[src/rtl/adc_subrange_pkg.sv]
package adc_subrange_pkg;

    // Action chosen by the correction stage for one sample
    typedef enum logic [1:0] {
        ACT_PASS = 2'd0,   // redundancy bit clear: coarse unchanged
        ACT_INCR = 2'd1,   // redundancy bit set: coarse + 1
        ACT_SAT  = 2'd2    // increment would carry out: clamp
    } corr_act_e;

    localparam int unsigned CRS_W_DEF     = 3;
    localparam int unsigned FIN_W_DEF     = 4;
    localparam int unsigned ALIGN_LAT_DEF = 1;

endpackage

[src/rtl/adc_sr_crs_delay.sv]
module adc_sr_crs_delay #(
    parameter int unsigned W     = 3,
    parameter int unsigned DEPTH = 1
) (
    input  logic         clk,
    input  logic         rst_n,
    input  logic         in_vld,
    input  logic [W-1:0] in_code,
    output logic         out_vld,
    output logic [W-1:0] out_code
);

    logic [DEPTH-1:0] vld_q;
    logic [W-1:0]     code_q [DEPTH];

    for (genvar g = 0; g < DEPTH; g++) begin : g_stage
        if (g == 0) begin : g_head
            always_ff @(posedge clk or negedge rst_n) begin
                if (!rst_n) begin
                    vld_q[g]  <= 1'b0;
                    code_q[g] <= '0;
                end else begin
                    vld_q[g]  <= in_vld;
                    code_q[g] <= in_vld ? in_code : '0;
                end
            end
        end else begin : g_body
            always_ff @(posedge clk or negedge rst_n) begin
                if (!rst_n) begin
                    vld_q[g]  <= 1'b0;
                    code_q[g] <= '0;
                end else begin
                    vld_q[g]  <= vld_q[g-1];
                    code_q[g] <= code_q[g-1];
                end
            end
        end
    end

    assign out_vld  = vld_q[DEPTH-1];
    assign out_code = code_q[DEPTH-1];

endmodule

[src/rtl/adc_sr_corr_merge.sv]
module adc_sr_corr_merge
    import adc_subrange_pkg::*;
#(
    parameter int unsigned CRS_W = 3,
    parameter int unsigned FIN_W = 4,
    localparam int unsigned LOW_W = FIN_W - 1,
    localparam int unsigned OUT_W = CRS_W + LOW_W
) (
    input  logic [CRS_W-1:0] crs_code,
    input  logic [FIN_W-1:0] fin_code,
    output logic [OUT_W-1:0] word,
    output logic             ovr,
    output corr_act_e        act
);

    localparam logic [CRS_W-1:0] CRS_MAX = '1;

    logic fin_msb;
    assign fin_msb = fin_code[FIN_W-1];

    always_comb begin
        if (!fin_msb) begin
            act = ACT_PASS;
        end else if (crs_code == CRS_MAX) begin
            act = ACT_SAT;
        end else begin
            act = ACT_INCR;
        end
    end

    always_comb begin
        word = '0;
        ovr  = 1'b0;
        unique case (act)
            ACT_PASS: word = {crs_code, fin_code[LOW_W-1:0]};
            ACT_INCR: word = {crs_code + CRS_W'(1), fin_code[LOW_W-1:0]};
            ACT_SAT: begin
                word = '1;
                ovr  = 1'b1;
            end
            default: begin
                word = '0;
                ovr  = 1'b0;
            end
        endcase
    end

endmodule

[src/rtl/adc_subrange_corr.sv]
module adc_subrange_corr
    import adc_subrange_pkg::*;
#(
    parameter int unsigned CRS_W     = CRS_W_DEF,
    parameter int unsigned FIN_W     = FIN_W_DEF,
    parameter int unsigned ALIGN_LAT = ALIGN_LAT_DEF
) (
    input  logic                   clk,
    input  logic                   rst_n,
    input  logic                   crs_vld,
    input  logic [CRS_W-1:0]       crs_code,
    input  logic                   fin_vld,
    input  logic [FIN_W-1:0]       fin_code,
    output logic                   out_vld,
    output logic [CRS_W+FIN_W-2:0] out_word,
    output logic                   out_ovr
);

    localparam int unsigned OUT_W = CRS_W + FIN_W - 1;

    logic             dly_vld;
    logic [CRS_W-1:0] dly_code;
    logic [OUT_W-1:0] mrg_word;
    logic             mrg_ovr;
    corr_act_e        mrg_act;

    adc_sr_crs_delay #(
        .W     (CRS_W),
        .DEPTH (ALIGN_LAT)
    ) u_dly (
        .clk      (clk),
        .rst_n    (rst_n),
        .in_vld   (crs_vld),
        .in_code  (crs_code),
        .out_vld  (dly_vld),
        .out_code (dly_code)
    );

    adc_sr_corr_merge #(
        .CRS_W (CRS_W),
        .FIN_W (FIN_W)
    ) u_mrg (
        .crs_code (dly_code),
        .fin_code (fin_code),
        .word     (mrg_word),
        .ovr      (mrg_ovr),
        .act      (mrg_act)
    );

    // Output register: loads on an accepted fine code, holds otherwise
    always_ff @(posedge clk or negedge rst_n) begin
        if (!rst_n) begin
            out_vld  <= 1'b0;
            out_word <= '0;
            out_ovr  <= 1'b0;
        end else begin
            out_vld <= fin_vld;
            if (fin_vld) begin
                out_word <= mrg_word;
                out_ovr  <= mrg_ovr;
            end
        end
    end

endmodule

[config.mk]
export PLATFORM = sky130hd
export DESIGN_NAME = adc_subrange_corr
export DESIGN_NICKNAME = d
export VERILOG_FILES = /design/src/rtl/adc_subrange_pkg.sv /design/src/rtl/adc_sr_crs_delay.sv /design/src/rtl/adc_sr_corr_merge.sv /design/src/rtl/adc_subrange_corr.sv
export SDC_FILE = /design/constraint.sdc
export NUM_CORES = 1
export LEC_CHECK = 0
export BUFFER_PORTS_ARGS = -buffer_cell sky130_fd_sc_hd__buf_2
export CELL_PAD_IN_SITES_DETAIL_PLACEMENT = 0
export CELL_PAD_IN_SITES_GLOBAL_PLACEMENT = 1
export CORE_MARGIN = 2
export CORE_UTILIZATION = 25
export CTS_BUF_LIST = sky130_fd_sc_hd__clkbuf_4 sky130_fd_sc_hd__clkbuf_8
export CTS_CLUSTER_DIAMETER = 100
export DETAILED_ROUTE_END_ITERATION = 16
export GPL_TIMING_DRIVEN = 0
export PLACE_DENSITY = 0.65
export SYNTH_ARGS = -nofsm -noshare
export SYNTH_HDL_FRONTEND = slang
export SYNTH_SLANG_ARGS = --single-unit
export TNS_END_PERCENT = 50
[constraint.sdc]
create_clock -name clk -period 1.92 [get_ports clk]
set_clock_uncertainty 0.05 [all_clocks]
set_input_delay 0.192 -clock clk [delete_from_list [all_inputs] [get_ports clk]]
set_output_delay 0.192 -clock clk [all_outputs]
set_load 0.03 [all_outputs]
### After elaboration in Yosys (flattened, before gate mapping)

Index checks and enable logic that the tools add are counted.

* bits of input ports: 11
* register bits after elaboration: 11
* output and inout bits: 8
* word-level logic and storage cells: 14

* eq/ne operators: 3
* reduce and logical (&&, ||, !) cells: 1
* add/subtract/negate cells: 1
* mux-type cells: 5

Operators by type and width (count)
* $pmux 6 s3: 1
* $mux 2: 2
* $add 3x1->3 const B: 1
* $eq 3x3->1 const B: 1
* $mux 3: 1
* $eq 2x1->1 const B: 1
* $eq 2x2->1 const B: 1
* $logic_not 2->1: 1
* $mux 1: 1

### Logic depth before layout (Yosys ltp)

* word-level depth: 5
* mapped depth: 4

### By module

A second synthesis with hierarchy kept.

* cell total of the unflattened synthesis: 37
* area, all modules: 534.3 um^2

Modules (own cells, without submodules)
* adc_subrange_corr: area each 316.6 um^2, instances 1, seq. area each 200.2 um^2, cells an instance 16
* adc_sr_crs_delay: area each 118.9 um^2, instances 1, seq. area each 100.1 um^2, cells an instance 7
* adc_sr_corr_merge: area each 98.8 um^2, instances 1, seq. area each 0.0 um^2, cells an instance 14

### Least setup slack after synthesis

Ideal clock, no wire load.

* path kind: register to register
* from: reg u_dly.code_q, in the netlist u_dly.out_code[0]
* to: reg out_word[4]
* arrival: 1073 ps
* cell stages (with the launch flop): 5
* data required time: 1740 ps
* path slack: 667 ps
* cells stage by stage: dfrtp_1 > ha_1 > ha_1 > nor3b_1 > o22ai_1

* longest elaborated chain between the ends: 5
* elaborated cells on any way between the ends: 8
* those cells by class: add/sub (1); eq/ne (3); mux (3); reduce/logical (1)

Ends and longest elaborated chain
* from (decl): line adc_sr_crs_delay.sv:14 `logic [W-1:0] code_q [DEPTH];`
* from (signal, indexed assignment): line adc_sr_crs_delay.sv:24 `code_q[g] <= in_vld ? in_code : '0;`
* $eq 3x3->1: line adc_sr_corr_merge.sv:24 `end else if (crs_code == CRS_MAX) begin`
* $mux 2: line adc_sr_corr_merge.sv:24
* $mux 2: line adc_sr_corr_merge.sv:22 `if (!fin_msb) begin`
* $eq 2x2->1, or another cell as far along: line adc_sr_corr_merge.sv:34 `unique case (act)`
* $pmux 6 s3 (*): line adc_sr_corr_merge.sv:34
* to (signal assigned): line adc_subrange_corr.sv:59 `out_word <= mrg_word;`
* to (decl): line adc_subrange_corr.sv:15 `output logic [CRS_W+FIN_W-2:0] out_word,`

Mark *: on every way between the ends. The rest lies on a longest branch, timed or not.
A chain may end at the register's enable or synchronous reset.

### Final worst setup path

* from: reg u_dly.code_q, in the netlist u_dly.out_code[0]
* to: reg out_word[5]

Same word-level chain as after synthesis.

==> impl_metrics.ini <==
[cells_and_area]
design_area_sq_um = 614
final_nets = 78
n_antenna_cell = 0
drive_gt1_share_pct = 35.9
syn2layout_area_growth_pct = 34.2
fillCellCount = 195

[global_route]
grt_max_degree = 12
antenna_found_initial = 0
grt_use_total_pct = 9.26
grt_pass1_wl_um = 1350
grt_pass1_vias = 326
grt_overflow_total = 0

[hold_path]
min_path_cells = 1
hold_start = fin_vld
holdPathEnd = out_vld
hp-class = in2reg

[clocking]
numCtsBuffers = 3
clkTransAtPathRegs_ps = 70
clk_latency_ps = 260
cts_resized = 0
clock-sinks = 11
htreeDepth = 1
root_buffer = clkbuf_4
clk_path_buf_depth = 2
tritoncts = built

[synthesis]
synth_top_area_cell = dfrtp_1
synth_compound_area_share_pct = 15.0
synth-edff-count = 0
ys_warn_count = 0
synth_fa_ha_area_share_pct = 5.46
synthMuxAreaShare_pct = 0
synthTopCellsByCount = dfrtp_1, a21oi_1, inv_1, o21ai_0
synth_area_sq_um = 458
synth_cells = 42
synth-xor-area-share_pct = 0
synth.top_cell.area_share_pct = 60.1
ys_seq_area_share_pct = 60.1
synth-simple-area-share_pct = 12.8
synth_top_family_by_area = compound AO/OA/AOI/OAI gates
yosys_most_used_dff = dfrtp_1
synth_area_leaders = dfrtp_1, a21oi_1, ha_1
ys_ff_latch = 11
yosysMostFrequentCell = dfrtp_1
syn_avg_cell_area_sq_um = 10.9
ys_types = 12
syn-num-nets = 55
async_reset_ff_share_pct = 100

[timing]
min_period_ps = 1360
max_freq_mhz = 738
tightest_slew_ps = 254
finalHoldWorstSlack_ps = 69.2
finalHoldViolCount = 0
tns_ps = 0
setup_violations = 0
slew_headroom_pct = 83.1
drv_slew = 0
setup_slack_ps = 565
rsz0062_at_grt = no
fin_crit_sh_pct = 70.6

[routing]
drt_iter0_markers = 4
drtPass1Iterations = 3
antenna_left = 0
drc = 0
num_vias = 355
wl_um = 866
wl_per_cell_um = 9.73
routed_via_density = 3.99

[critical_path]
r2r-start = u_dly.out_code[0]
timing_worst_setup_path_type = reg2reg
worstPathRequired_ps = 2010
r2r-end = out_word[5]
r2r_slack_ps = 560
start_kind = flop
end_kind = flop
reg2reg_depth = 4
cp.arrival_ps = 1450
cp_max_fo = 7

[die]
ios = 19
die-area_sq_mm = 0.00219
die_y_um = 46.8
placementRows = 15
die_x_um = 46.8
start_util_pct = 26.5
core_sq_mm = 0.00173

[placed_design]
place_area_sq_um = 574
gp_congestion = 0.685
portBuffers = 17
place_ws_ps = 570

[power]
p_int_uw = 376
seq_power_share_pct = 49.7
p_comb_share_pct = 17.7
sw_frac_of_total_pct = 27.1
switching_power_uw = 140
ir_worst_vdd_mv = 0.296
power.total_uw = 516
p_per_area_mw_per_mm2 = 840
clockPowerShare_pct = 32.5
p_leak_nw = 0.309

[run]
maxCapViolCount = 0

[outcome]
outcome = finished, final reports clean
## logic make-up (layout without fill, tap and decap cells)
family	count (synthesis)	count (layout)
AND/OR/NAND/NOR	10	10
flip-flops	11	11
AO/OA/AOI/OAI	13	13
adder cells (fa/ha/maj)	2	2
buffers and inverters	6	28
## worst max-delay path, stage by stage, from the launching register on
cell     delay (ps)
dfrtp_1         400
ha_1            200
ha_1            260
nor3b_1         220
o22ai_1         100
## power by group through the flow
stage          sequential [mW]  combinational, mW  clock (mW)
3_3_place_gp             0.261             0.0908           0
6_report                 0.257             0.0916       0.168
2_1_floorplan            0.290             0.0277           0
5_1_grt                  0.259              0.103       0.190
4_1_cts                  0.257             0.0928       0.177
3_5_place_dp             0.262             0.0910           0
## per-stage QoR
stage	utilization [%]	std cells
after floorplan	-	42
after global placement	33.3	84
after detailed placement	33.3	84
after CTS	35.6	89
after global routing	35.6	89
final	35.6	89
## final cells by class
| cell class | count | area, sq um | share of cell area (%) |
|---|---|---|---|
| Buffer | 2 | 15.0 | 2.44 |
| Sequential cell | 11 | 275 | 44.8 |
| Multi-Input combinational cell | 25 | 153 | 24.8 |
| Timing Repair Buffer | 18 | 95.1 | 15.5 |
| Clock buffer | 4 | 30.0 | 4.89 |
| Inverter | 4 | 15.0 | 2.44 |
| Tap cell | 25 | 31.3 | 5.09 |
## sequential cells by signal (all words and copies together), names as in the netlist
signal / count
out_vld: 1
u_dly.out_code: 3
out_word: 6
out_ovr: 1
## worst max path at each step
stage                            startpoint           to  slack [ps]  depth (start not counted)
final                     u_dly.out_code[0]  out_word[5]         560                          4
after detailed placement  u_dly.out_code[0]  out_word[4]         570                          4
after global placement    u_dly.out_code[0]  out_word[4]         570                          4
after global routing      u_dly.out_code[0]  out_word[5]         470                          4
after CTS                 u_dly.out_code[0]  out_word[4]         560                          4
after floorplan           u_dly.out_code[0]  out_word[4]         670                          4
## layer usage
metal,share of wire [%],track usage [%],vias to the layer above,wire (um)
met5,0,0,-,0
met4,0,6.67,0,0
met3,7.4,3.85,0,64
met2,44,12.6,13,382
met1,48,11.7,155,419
li1,-,-,187,-
## cells in the final DEF, fill, tap and decap left out
cell / n
a21oi_1: 6
buf_4: 2
dlygate4sd3_1: 1
ha_1: 2
nand3_1: 1
and3b_1: 1
buf_2: 17
inv_1: 4
nor3b_1: 2
o22ai_1: 3
and2_1: 3
clkbuf_4: 4
dfrtp_1: 11
o21ai_0: 4
nor2_1: 3
## repair_timing
item / CTS / global route
hold endpoints to repair: 11 / 0
buffers inserted: 0 / 0
hold buffers: 1 / 0
(Power assumes the default switching activity.)
